**config.mk**
```make
export PLATFORM = sky130hd
export DESIGN_NAME = hdlc_addr_filter
export DESIGN_NICKNAME = d
export VERILOG_FILES = /design/src/rtl/hdlc_af_pkg.sv /design/src/rtl/af_cfg_latch.sv /design/src/rtl/af_addr_match.sv /design/src/rtl/af_resp_delay.sv /design/src/rtl/hdlc_addr_filter.sv
export SDC_FILE = /design/constraint.sdc
export NUM_CORES = 1
export LEC_CHECK = 0
export BUFFER_PORTS_ARGS = -buffer_cell sky130_fd_sc_hd__buf_2
export CELL_PAD_IN_SITES_DETAIL_PLACEMENT = 1
export CELL_PAD_IN_SITES_GLOBAL_PLACEMENT = 1
export CORE_MARGIN = 1.5
export CORE_UTILIZATION = 43
export DETAILED_ROUTE_END_ITERATION = 12
export GPL_TIMING_DRIVEN = 0
export PLACE_DENSITY = 0.88
export SYNTH_ARGS = -nofsm -noshare
export SYNTH_HDL_FRONTEND = slang
export SYNTH_SLANG_ARGS = --single-unit
```
**constraint.sdc**
```tcl
create_clock -name clk -period 4 [get_ports clk]
set_input_delay 0.2 -clock clk [delete_from_list [all_inputs] [get_ports clk]]
set_output_delay 0.2 -clock clk [all_outputs]
set_load 0.03 [all_outputs]
```
**src/rtl/hdlc_af_pkg.sv**
```systemverilog
package hdlc_af_pkg;
  localparam int BYTE_W  = 8;
  localparam int COMBO_W = 3;
  localparam int NUM_HI  = 4;   // hi_a, hi_b, two group values
  localparam int CR_POS  = 1;
  localparam logic [BYTE_W-1:0] GRP_VAL_A = 8'hFE;
  localparam logic [BYTE_W-1:0] GRP_VAL_B = 8'hFC;

  typedef enum logic [1:0] {
    MODE_AUTO   = 2'b00,
    MODE_MANUAL = 2'b01
  } af_mode_e;

  typedef struct packed {
    logic              two_byte;
    logic              cr_en;
    logic [1:0]        mode;
    logic [BYTE_W-1:0] hi_a;
    logic [BYTE_W-1:0] hi_b;
    logic [BYTE_W-1:0] lo_a;
    logic [BYTE_W-1:0] lo_b;
  } af_cfg_t;

  function automatic logic eq_masked(input logic [BYTE_W-1:0] a,
                                     input logic [BYTE_W-1:0] b,
                                     input logic [BYTE_W-1:0] ign);
    return ((a ^ b) & ~ign) == '0;
  endfunction
endpackage

```
**src/rtl/af_cfg_latch.sv**
```systemverilog
module af_cfg_latch
  import hdlc_af_pkg::*;
(
  input  logic    clk,
  input  logic    rst,
  input  logic    load,
  input  af_cfg_t cfg_d,
  output af_cfg_t cfg_q
);
  always_ff @(posedge clk) begin
    if (rst)       cfg_q <= '0;
    else if (load) cfg_q <= cfg_d;
  end
endmodule

```
**src/rtl/af_addr_match.sv**
```systemverilog
module af_addr_match
  import hdlc_af_pkg::*;
(
  input  af_cfg_t             cfg,
  input  logic [BYTE_W-1:0]   hi_byte,
  input  logic [BYTE_W-1:0]   lo_byte,
  output logic                hit,
  output logic [COMBO_W-1:0]  combo,
  output logic                auto_lnk,
  output logic                cr
);
  localparam logic [BYTE_W-1:0] CR_MASK = BYTE_W'(1) << CR_POS;

  logic [BYTE_W-1:0] hi_cand [NUM_HI];
  logic [BYTE_W-1:0] ign;
  logic [NUM_HI-1:0] hi_eq;
  logic [1:0]        lo_eq;
  logic              h_ok, l_ok;
  logic [1:0]        h_idx;
  logic              l_idx;

  assign ign     = cfg.cr_en ? CR_MASK : '0;
  assign hi_cand = '{cfg.hi_a, cfg.hi_b, GRP_VAL_A, GRP_VAL_B};

  for (genvar g = 0; g < NUM_HI; g++) begin : g_hi
    assign hi_eq[g] = eq_masked(hi_byte, hi_cand[g], ign);
  end
  assign lo_eq[0] = (lo_byte == cfg.lo_a);
  assign lo_eq[1] = (lo_byte == cfg.lo_b);

  always_comb begin
    h_ok  = |hi_eq;
    h_idx = hi_eq[0] ? 2'd0 : (hi_eq[1] ? 2'd1 : 2'd2);
    l_ok  = |lo_eq;
    l_idx = !lo_eq[0];
    if (cfg.two_byte) begin
      hit      = h_ok && l_ok;
      combo    = {h_idx, l_idx};
      cr       = cfg.cr_en && hi_byte[CR_POS];
      auto_lnk = hit && (h_idx == 2'd0) && !l_idx && (cfg.mode == MODE_AUTO);
    end else begin
      hit      = l_ok;
      combo    = {2'b00, l_idx};
      cr       = l_idx;
      auto_lnk = hit && !l_idx && (cfg.mode == MODE_AUTO);
    end
    if (!hit) begin
      combo    = '0;
      cr       = 1'b0;
      auto_lnk = 1'b0;
    end
  end
endmodule

```
**src/rtl/af_resp_delay.sv**
```systemverilog
module af_resp_delay #(
  parameter int DEPTH = 5
) (
  input  logic clk,
  input  logic rst,
  input  logic trig,
  output logic pulse
);
  logic [DEPTH-1:0] stage;

  for (genvar s = 0; s < DEPTH; s++) begin : g_stage
    if (s == 0) begin : g_first
      always_ff @(posedge clk) stage[s] <= rst ? 1'b0 : trig;
    end else begin : g_next
      always_ff @(posedge clk) stage[s] <= rst ? 1'b0 : stage[s-1];
    end
  end

  assign pulse = stage[DEPTH-1];
endmodule

```
**src/rtl/hdlc_addr_filter.sv**
```systemverilog
module hdlc_addr_filter
  import hdlc_af_pkg::*;
#(
  parameter int RESP_DELAY = 5
) (
  input  logic               clk,
  input  logic               rst,
  input  logic               frm_sof,
  input  logic               frm_eof,
  input  logic               byte_vld,
  input  logic [BYTE_W-1:0]  byte_data,
  input  logic               cfg_two_byte,
  input  logic               cfg_cr_en,
  input  logic [1:0]         cfg_mode,
  input  logic [BYTE_W-1:0]  cmp_hi_a,
  input  logic [BYTE_W-1:0]  cmp_hi_b,
  input  logic [BYTE_W-1:0]  cmp_lo_a,
  input  logic [BYTE_W-1:0]  cmp_lo_b,
  output logic               res_done,
  output logic               res_hit,
  output logic [COMBO_W-1:0] res_combo,
  output logic               res_auto,
  output logic               res_cr,
  output logic               resp_start
);
  af_cfg_t           cfg_d, cfg_q;
  logic              active, have_hi;
  logic [BYTE_W-1:0] hi_q;
  logic              m_hit, m_auto, m_cr;
  logic [COMBO_W-1:0] m_combo;
  logic              resp_trig;

  assign cfg_d = '{two_byte: cfg_two_byte, cr_en: cfg_cr_en, mode: cfg_mode,
                   hi_a: cmp_hi_a, hi_b: cmp_hi_b, lo_a: cmp_lo_a, lo_b: cmp_lo_b};

  af_cfg_latch u_cfg (
    .clk(clk), .rst(rst), .load(frm_sof), .cfg_d(cfg_d), .cfg_q(cfg_q)
  );

  af_addr_match u_match (
    .cfg(cfg_q), .hi_byte(hi_q), .lo_byte(byte_data),
    .hit(m_hit), .combo(m_combo), .auto_lnk(m_auto), .cr(m_cr)
  );

  always_ff @(posedge clk) begin
    if (rst) begin
      active <= 1'b0; have_hi <= 1'b0; hi_q <= '0;
      res_done <= 1'b0; res_hit <= 1'b0; res_combo <= '0;
      res_auto <= 1'b0; res_cr <= 1'b0;
    end else if (frm_sof) begin
      active <= 1'b1; have_hi <= 1'b0;
      res_done <= 1'b0; res_hit <= 1'b0; res_combo <= '0;
      res_auto <= 1'b0; res_cr <= 1'b0;
    end else if (frm_eof) begin
      active <= 1'b0;
    end else if (byte_vld && active && !res_done) begin
      if (cfg_q.two_byte && !have_hi) begin
        hi_q    <= byte_data;
        have_hi <= 1'b1;
      end else begin
        res_done  <= 1'b1;
        res_hit   <= m_hit;
        res_combo <= m_combo;
        res_auto  <= m_auto;
        res_cr    <= m_cr;
      end
    end
  end

  assign resp_trig = frm_eof && !frm_sof && active && res_done && res_auto;

  af_resp_delay #(.DEPTH(RESP_DELAY)) u_delay (
    .clk(clk), .rst(rst), .trig(resp_trig), .pulse(resp_start)
  );
endmodule

```
; ---- Word level (Yosys, flattened, before mapping)
; Index checks and enable logic that the tools add are counted.
[op_classes]
eq_ne = 2
reduce_logical = 31
muxes = 12
bitwise_logic = 12
[ops]
columns = op, n
row1 = bitwise AND 8 bit, 4
row2 = logical NOT 8 bit, 4
row3 = equality test 8 bit, 2
row4 = bitwise XOR 8 bit, 2
row5 = logical AND 1 bit, 14
row6 = NOT 8 bit, 1
row7 = 2-to-1 mux 1 bit, 7
row8 = NOT 7 bit, 1
row9 = 2-to-1 mux 2 bit, 3
row10 = 2-to-1 mux 3 bit, 2
row11 = NOT 6 bit, 1
row12 = AND reduction 3 bit, 2
row13 = logical NOT 1 bit, 4
row14 = logical NOT 2 bit, 2
row15 = AND reduction 4 bit, 1
row16 = OR reduction 2 bit, 2
row17 = OR reduction 4 bit, 1
row18 = NOT 1 bit, 3
row19 = nonzero test 2 bit, 1
[word_totals]
wordCells = 77
reg_bits = 58
input_bits = 49

; ---- Depth between registers and ports, before layout
; Gate-level depths: netlist of the first run.
[depth]
depth_word = 12
mapped_depth = 5
ltp_nobuf = 5

; ---- Modules after synthesis
; A second synthesis of the first run with hierarchy kept.
[unflattened]
cells_unflattened = 262
hier_area_um2 = 2715.1
[modules_own_cells]
columns = mod, n_inst, cells_per_inst, area_per_inst_um2
row1 = af_cfg_latch, 1, 116, 1306.3
row2 = hdlc_addr_filter, 1, 78, 767.0
row3 = af_addr_match, 1, 58, 510.5
row4 = af_resp_delay, 1, 10, 131.4

; ---- Least setup slack after synthesis of the first run
; OpenSTA, ideal clock, no wires.
[synth_path]
kind = flip-flop to flip-flop
startpoint = reg res_done
endpoint = reg res_hit
slack_ps = 2454
t_required_ps = 3883
synth_period_minus_slack_ps = 1546
path_stages_with_launch = 5
n_path_buf = 0
arrival_ps = 1429
path_cell_list = dfxtp_1 > and4bb_2 > a21boi_1 > nor2_1 > a22o_2
[synth_between]
elab_chain_cells = 3
[synth_lines]
columns = item, line_no
row1 = "start, declared", hdlc_addr_filter.sv:19  ; output logic res_done,
row2 = "start signal, assigned", hdlc_addr_filter.sv:48  ; res_done <= 1'b0; res_hit <= 1'b0; res_combo <= '0;
row3 = "start signal, assigned", hdlc_addr_filter.sv:52  ; res_done <= 1'b0; res_hit <= 1'b0; res_combo <= '0;
row4 = "start signal, assigned", hdlc_addr_filter.sv:61  ; res_done <= 1'b1;
row5 = logical NOT 1 bit, hdlc_addr_filter.sv:56  ; end else if (byte_vld && active && !res_done) begin
row6 = logical AND 1 bit, hdlc_addr_filter.sv:56
row7 = AND reduction 3 bit (no source line), -
row8 = "end signal, assigned", hdlc_addr_filter.sv:62  ; res_hit <= m_hit;
row9 = "end, declared", hdlc_addr_filter.sv:20  ; output logic res_hit,
; No other way between the ends.
; A chain may end at the register's enable or synchronous reset.

; ---- Final worst setup path of the first run
[layout_path]
startpoint = reg hi_q[1]
endpoint = reg res_combo[0]
[layout_between]
elab_chain_cells = 7
[layout_lines]
columns = item, line_no
row1 = "start, declared", hdlc_addr_filter.sv:28  ; logic [BYTE_W-1:0] hi_q;
row2 = "start signal, assigned", hdlc_addr_filter.sv:58  ; hi_q <= byte_data;
row3 = bitwise XOR 8 bit or NOT 7 bit (tied branches), -
row4 = bitwise AND 8 bit, hdlc_af_pkg.sv:27  ; return ((a ^ b) & ~ign) == '0;
row5 = logical NOT 8 bit, hdlc_af_pkg.sv:27
row6 = OR reduction 4 bit (*), af_addr_match.sv:32  ; h_ok = |hi_eq;
row7 = logical AND 1 bit (*), af_addr_match.sv:37  ; hit = h_ok && l_ok;
row8 = 2-to-1 mux 1 bit (*), af_addr_match.sv:36  ; if (cfg.two_byte) begin
row9 = 2-to-1 mux 3 bit (*), af_addr_match.sv:47  ; if (!hit) begin
row10 = "end signal, assigned", hdlc_addr_filter.sv:63  ; res_combo <= m_combo;
row11 = "end, declared", hdlc_addr_filter.sv:21  ; output logic [COMBO_W-1:0] res_combo,
; Every way passes the cells marked *; elsewhere a longest branch is shown, timed or not.

==> flow_summary_export.csv, run 1 <==
group,metric,value,unit
outcome,status,"complete, no violations",
synthesis,synthFlopType,"dfxtp_1",
route,vias_per_cell,5.04,
worst_hold_path,hold_path_class,"in2reg",
grt,antenna_found_initial,0,
route,drt-total-wl,6.23,mm
worst_hold_path,min_to,"u_cfg.cfg_q[33]",
clocking,clkTransAtPathRegs,0.07,ns
run,maxCapViolCount,0,
synthesis,synth_area,2420,sq um
setup_path,path_max_fanout,4,
layout,diodes,0,
grt,grt.overflow.total,0,
floorplan,dieArea,6100,sq um
floorplan,die_w,78.1,um
sta,setup_viol,0,
synthesis,synth_area_leader_cell,"dfxtp_1",
synthesis,synth_edf_count,0,
setup_path,rrSetupSlack,2.23,ns
clocking,cts_tree,"done",
setup_path,reg2reg_to,"res_combo[0]",
synthesis,seq_area_frac_synth,0.479,
layout,final_area,3050,sq um
sta,period_share,0.444,
clocking,cts-root-buf,"clkbuf_8",
route,drt_iter0_markers,57,
sta,fin_crit,1.77,ns
floorplan,ioPinCount,57,
synthesis,synth-seq-cells,58,
sta,fmax,564,MHz
layout,multiInputGateArea,1200,sq um
floorplan,coreArea,5470,sq um
clocking,htreeDepth,3,
sta,tightest_slew,0.597,ns
setup_path,crit_type,"reg2reg",
grt,grt_max_degree,11,
grt,grt_pass1_vias,2033,
setup_path,r2r-start,"hi_q[1]",
layout,final_nets,358,
setup_path,worstSetupEndpointType,"register",
clocking,clock_latency,0.34,ns
setup_path,arrival,2.06,ns
sta,rsz0062_at_grt,"no",
synthesis,synthArstFlopShare,0,
clocking,clockBufferDepth,2,
grt,grt_pass1_wl,10.3,mm
route,drtAntennaViolNets,0,
layout,fin_util,0.557,
setup_path,startpoint_type,"register",
synthesis,syn-num-nets,291,
sta,fin_worst_skew,0.00550,ns
layout,drive_above_1_share,0.264,
route,avgRoutedWirePerCell,16.1,um
sta,hold_violations,0,
layout,fillCellCount,639,
pwr,powerDensity,468,nW/um^2
place,port_buffers,56,
worst_hold_path,holdPathStages,3,
synthesis,syn_avg_cell_area,10.0,sq um
sta,fin_setup_tns,0,ns
floorplan,initial_utilization,0.443,
layout,syn2layout_area_growth,25.6,%
setup_path,crit_required,4.29,ns
route,drt_first_pass_iters,4,
clocking,cts_sinks,58,
sta,relSlewSlack,0.598,
grt,grt_util_all_layers,0.223,
place,gp_congestion,0.755,
clocking,cts_hold_buf,0,
route,num_vias,1945,
synthesis,netlist_instances,242,
pwr,p_leak,1.31,nW
synthesis,synth.area.top_cells,"dfxtp_1, mux2i_1, xnor2_1, nor2_1, nand4_1",
synthesis,synth_top_area_share,0.479,
pwr,vdd_ir_drop_max,0.378,mV
place,placed_cell_area,2800,sq um
synthesis,synth_cell_types,30,
layout,seq_area,1160,sq um
clocking,cts_resized,0,
floorplan,die_h,78.1,um
synthesis,ys_warn_count,0,
clocking,post_cts_buffers,0,
worst_hold_path,min-delay-start,"cfg_mode[1]",
sta,whs,0.0890,ns
place,post-dp-hpwl,4.48,mm
route,drc,0,
sta,finalMaxSlewViolations,0,
setup_path,reg2reg_depth,5,
clocking,numCtsBuffers,9,
floorplan,rows,27,
## cell usage in the layout, fill, tap and decap left out, types with 2 or more instances in the layout
cell / instances
buf_2: 61
dfxtp_1: 58
nor2_1: 54
mux2i_1: 44
xnor2_1: 30
clkbuf_8: 11
nand4_1: 8
clkbuf_1: 5
nor2b_1: 4
nand3_1: 4
a21oi_1: 4
inv_1: 3
a32o_1: 3
bufinv_16: 3
nand2b_1: 2
xor2_1: 2
clkinv_2: 2
## per-stage QoR
stage | std cells | power (mW) | worst slack, ns
after CTS | 386 | 1.44 | 2.24
after detailed placement | 370 | 0.760 | 2.28
after global placement | 370 | 0.754 | 2.31
after global routing | 386 | 1.48 | 2.18
final | 386 | 1.43 | 2.23
after floorplan | 242 | 0.708 | 2.45
## how the worst max path moves through the flow
stage             start  slack (ns)           end  depth (start not counted)
2_1_floorplan  res_done        2.45       res_hit                          4
3_3_place_gp    hi_q[1]        2.31  res_combo[2]                          5
3_5_place_dp    hi_q[1]        2.28  res_combo[2]                          5
4_1_cts         hi_q[1]        2.24  res_combo[0]                          5
5_1_grt         hi_q[1]        2.18  res_combo[2]                          5
6_report        hi_q[1]        2.23  res_combo[0]                          5
## flip-flops by register name, indices dropped and copies added (netlist names)
register       count
res_auto           1
hi_q               8
res_combo          3
u_delay.pulse      1
have_hi            1
res_cr             1
u_cfg.cfg_q       36
res_hit            1
res_done           1
active             1
u_delay.stage      4
## critical path: stages, from the launching register on
cell and delay, ns:
dfxtp_1 0.50, xnor2_1 0.18, o211ai_1 0.10, nor4_1 0.52, or3_4 0.25, a32o_1 0.15
## power breakdown
group | total [mW] | switching [mW] | leakage [nW] | internal, mW
registers | 0.619 | 0.0185 | 0.475 | 0.601
logic | 0.131 | 0.0661 | 0.707 | 0.0652
clock network | 0.677 | 0.232 | 0.129 | 0.445
total | 1.43 | 0.316 | 1.31 | 1.11
## cells by family after synthesis
family,share of synthesized area
muxes,0.182
buffers and inverters,0.0242
DFF,0.479
and+or+nand+nor,0.157
AOI/OAI and AO/OA,0.0428
xor gates and xnor gates,0.116
## cell usage after synthesis, types with 2 or more instances
| cell | instances |
|---|---|
| buf_2 | 5 |
| inv_1 | 3 |
| nand3_1 | 4 |
| nand2b_1 | 2 |
| nor2_1 | 54 |
| clkbuf_1 | 5 |
| a21oi_1 | 4 |
| a32o_1 | 3 |
| xnor2_1 | 30 |
| nand4_1 | 8 |
| xor2_1 | 2 |
| nor2b_1 | 4 |
| mux2i_1 | 44 |
| dfxtp_1 | 58 |
## layer usage
metal / global-route usage / wire length, um / vias up
met5: 0 / 0 / -
met4: 0.0536 / 67 / 0
met3: 0.0744 / 335 / 10
met2: 0.382 / 3130 / 58
met1: 0.270 / 2690 / 922
li1: - / - / 955
## area by class of cell
type	count	area share
Buffer	11	0.0156
Clock buffer	11	0.0497
Clock inverter	5	0.0329
Inverter	3	0.00370
Multi-Input combinational cell	170	0.395
Sequential cell	58	0.381
Tap cell	72	0.0296
Timing Repair Buffer	56	0.0920
Power figures use the tool's default switching activity.
==> run 2: changes to the inputs <==
Settings changed: ABC_AREA set to 1, CORE_UTILIZATION 43 to 34, PLACE_DENSITY 0.88 to 0.79.
Clock period 4 ns to 1.6 ns, I/O delays scaled along.
==> flow_summary_export.csv, run 2 <==
group,metric,value,unit
run,maxCapViolCount,0,
clocking,cts_sinks,58,
synthesis,synth.area.top_cells,"dfxtp_1, nor2_1, nand2_1, o21ai_0, xnor2_1",
synthesis,synthMostInstantiatedCell,"nor2_1",
layout,diodes,0,
floorplan,initial_utilization,0.348,
route,drt_first_pass_iters,4,
grt,grt.overflow.total,0,
sta,setup_viol,0,
synthesis,synth_area_leader_cell,"dfxtp_1",
pwr,p_seq_frac,0.497,
pwr,switching_share,0.266,
floorplan,ioPinCount,57,
setup_path,max_stage_delay,0.40,ns
sta,whs,0.0247,ns
sta,period_share,0.883,
pwr,powerDensity,944,nW/um^2
pwr,power.net_switching,0.832,mW
clocking,post_cts_buffers,0,
layout,largest_registers,"u_cfg.cfg_q x36, hi_q x8, u_delay.stage x4",
setup_path,startpoint_type,"register",
clocking,clockBufferDepth,2,
clocking,htreeDepth,3,
synthesis,syn_avg_cell_area,7.35,sq um
setup_path,crit_type,"reg2reg",
synthesis,ys_warn_count,0,
pwr,power.internal,2.30,mW
synthesis,synth_area,2510,sq um
clocking,numCtsBuffers,9,
floorplan,dieArea,7920,sq um
pwr,power,3.13,mW
layout,syn2layout_area_growth,31.9,%
layout,layout_common_cells,"nor2_1, nand2_1, dfxtp_1",
layout,largest-register,"u_cfg.cfg_q",
sta,finalMaxSlewViolations,0,
floorplan,rows,31,
setup_path,path_max_fanout,10,
clocking,clock_latency,0.33,ns
place,gp_congestion,0.791,
synthesis,yosys-top-cells-count,"nor2_1, dfxtp_1, nand2_1",
setup_path,crit_required,1.81,ns
pwr,clock_power_share,0.371,
setup_path,cp_cell_sequence,"inv_2 -> nor2_4 -> nand4_2 -> buf_2 -> o21ai_1 -> a21oi_1",
sta,tightest_slew,0.620,ns
route,num_vias,2483,
layout,largest_reg_flops,36,
grt,grt_util_all_layers,0.200,
layout,multiInputGateArea,1170,sq um
route,vias_per_cell,4.63,
layout,drive_above_1_share,0.199,
setup_path,cpLargestDelayFamily,"flip-flops",
sta,fin_setup_tns,0,ns
route,drc,0,
sta,fin_crit,1.41,ns
setup_path,slowest_stage,"dfxtp_1",
worst_hold_path,hold_path_class,"in2reg",
sta,hold_violations,0,
layout,layout.cells.most_common,"nor2_1",
setup_path,arrival,1.63,ns
layout,final_nets,481,
clocking,clkTransAtPathRegs,0.06,ns
synthesis,synthArstFlopShare,0,
clocking,cts_tree,"done",
setup_path,path_buf_inv,2,
layout,fillCellCount,958,
floorplan,die_h,89.0,um
synthesis,synth_cell_types,19,
synthesis,synth_edf_count,0,
sta,rsz0062_at_grt,"no",
synthesis,seq_area_frac_synth,0.462,
route,drtAntennaViolNets,0,
sta,fin_worst_skew,0.00580,ns
grt,grt_pass1_wl,11.9,mm
synthesis,synth-seq-cells,58,
pwr,combPwrFrac,0.132,
sta,fmax,708,MHz
grt,grt_max_degree,11,
sta,setup_ws,0.187,ns
place,post-dp-hpwl,5.17,mm
synthesis,netlist_instances,342,
floorplan,coreArea,7210,sq um
route,drt-total-wl,7.25,mm
setup_path,rrSetupSlack,0.19,ns
floorplan,die_w,89.0,um
outcome,status,"complete, no violations",
place,port_buffers,56,
setup_path,worstSetupEndpointType,"register",
pwr,p_leak,1.41,nW
synthesis,synthFlopType,"dfxtp_1",
route,avgRoutedWirePerCell,13.5,um
route,drt_iter0_markers,57,
place,dp_slack,0.247,ns
pwr,vdd_ir_drop_max,0.387,mV
synthesis,synth_top_area_share,0.462,
synthesis,syn-num-nets,391,
grt,antenna_found_initial,0,
layout,seq_area,1160,sq um
clocking,cts-root-buf,"clkbuf_8",
sta,relSlewSlack,0.586,
grt,grt_pass1_vias,2565,
run 2: path summary, 6_finish.rpt:
path                      endpoint              from  depth (start not counted)
hold / removal      u_cfg.cfg_q[7]       cmp_lo_b[7]                          3
setup reg to reg           hi_q[1]   u_cfg.cfg_q[35]                          6
hold reg to reg   u_delay.stage[1]  u_delay.stage[0]                          2
setup / recovery           hi_q[1]   u_cfg.cfg_q[35]                          6
run 2: cell type report:
type                            instances  share of cell area
Tap cell                               99              0.0374
Inverter                               35              0.0396
Sequential cell                        58               0.350
Timing Repair Buffer                   79               0.154
Clock buffer                           13              0.0449
Multi-Input combinational cell        237               0.354
Buffer                                 12              0.0147
Clock inverter                          3             0.00453
run 2: cell families (layout without fill, tap and decap cells):
logic type	count (synthesis)	in the layout	share of synthesized area
and+or+nand+nor	142	142	0.242
AOI/OAI and AO/OA	74	74	0.152
DFF	58	58	0.462
buffers and inverters	47	142	0.0707
xor gates and xnor gates	21	21	0.0732
run 2: per-layer routing:
layer  vias up  track usage  part of all wire
met3        10       0.0277             0.029
met1      1168        0.237              0.45
li1       1268            -                 -
met2        37        0.368              0.51
met5         -            0                 0
met4         0       0.0741             0.014
run 2: worst register-to-register path: cells and delay by family, from the launching register on:
kind,cells,cell delay [ns]
and+or+nand+nor,2,0.34
AOI/OAI and AO/OA,2,0.24
DFF,1,0.40
buffers and inverters,2,0.33
run 2: power by group through the flow:
stage          sequential (mW)  clock (mW)  combinational (mW)
2_1_floorplan             1.58           0               0.226
6_report                  1.56        1.16               0.414
3_5_place_dp              1.59           0               0.368
5_1_grt                   1.56        1.24               0.468
4_1_cts                   1.56        1.19               0.415
3_3_place_gp              1.58           0               0.358
run 2: repair_timing:
item / 4_1_cts / 5_1_grt
setup endpoints to repair: 0 / 3
hold buffers: 23 / 0
hold endpoints to repair: 28 / 0
gates resized for setup: 0 / 4
run 2: through the flow:
stage	cell area (sq um)	cells	util
after floorplan	2510	342	-
after global placement	2920	497	0.404
after detailed placement	2920	497	0.404
after CTS	3310	536	0.459
after global routing	3310	536	0.459
final	3310	536	0.459
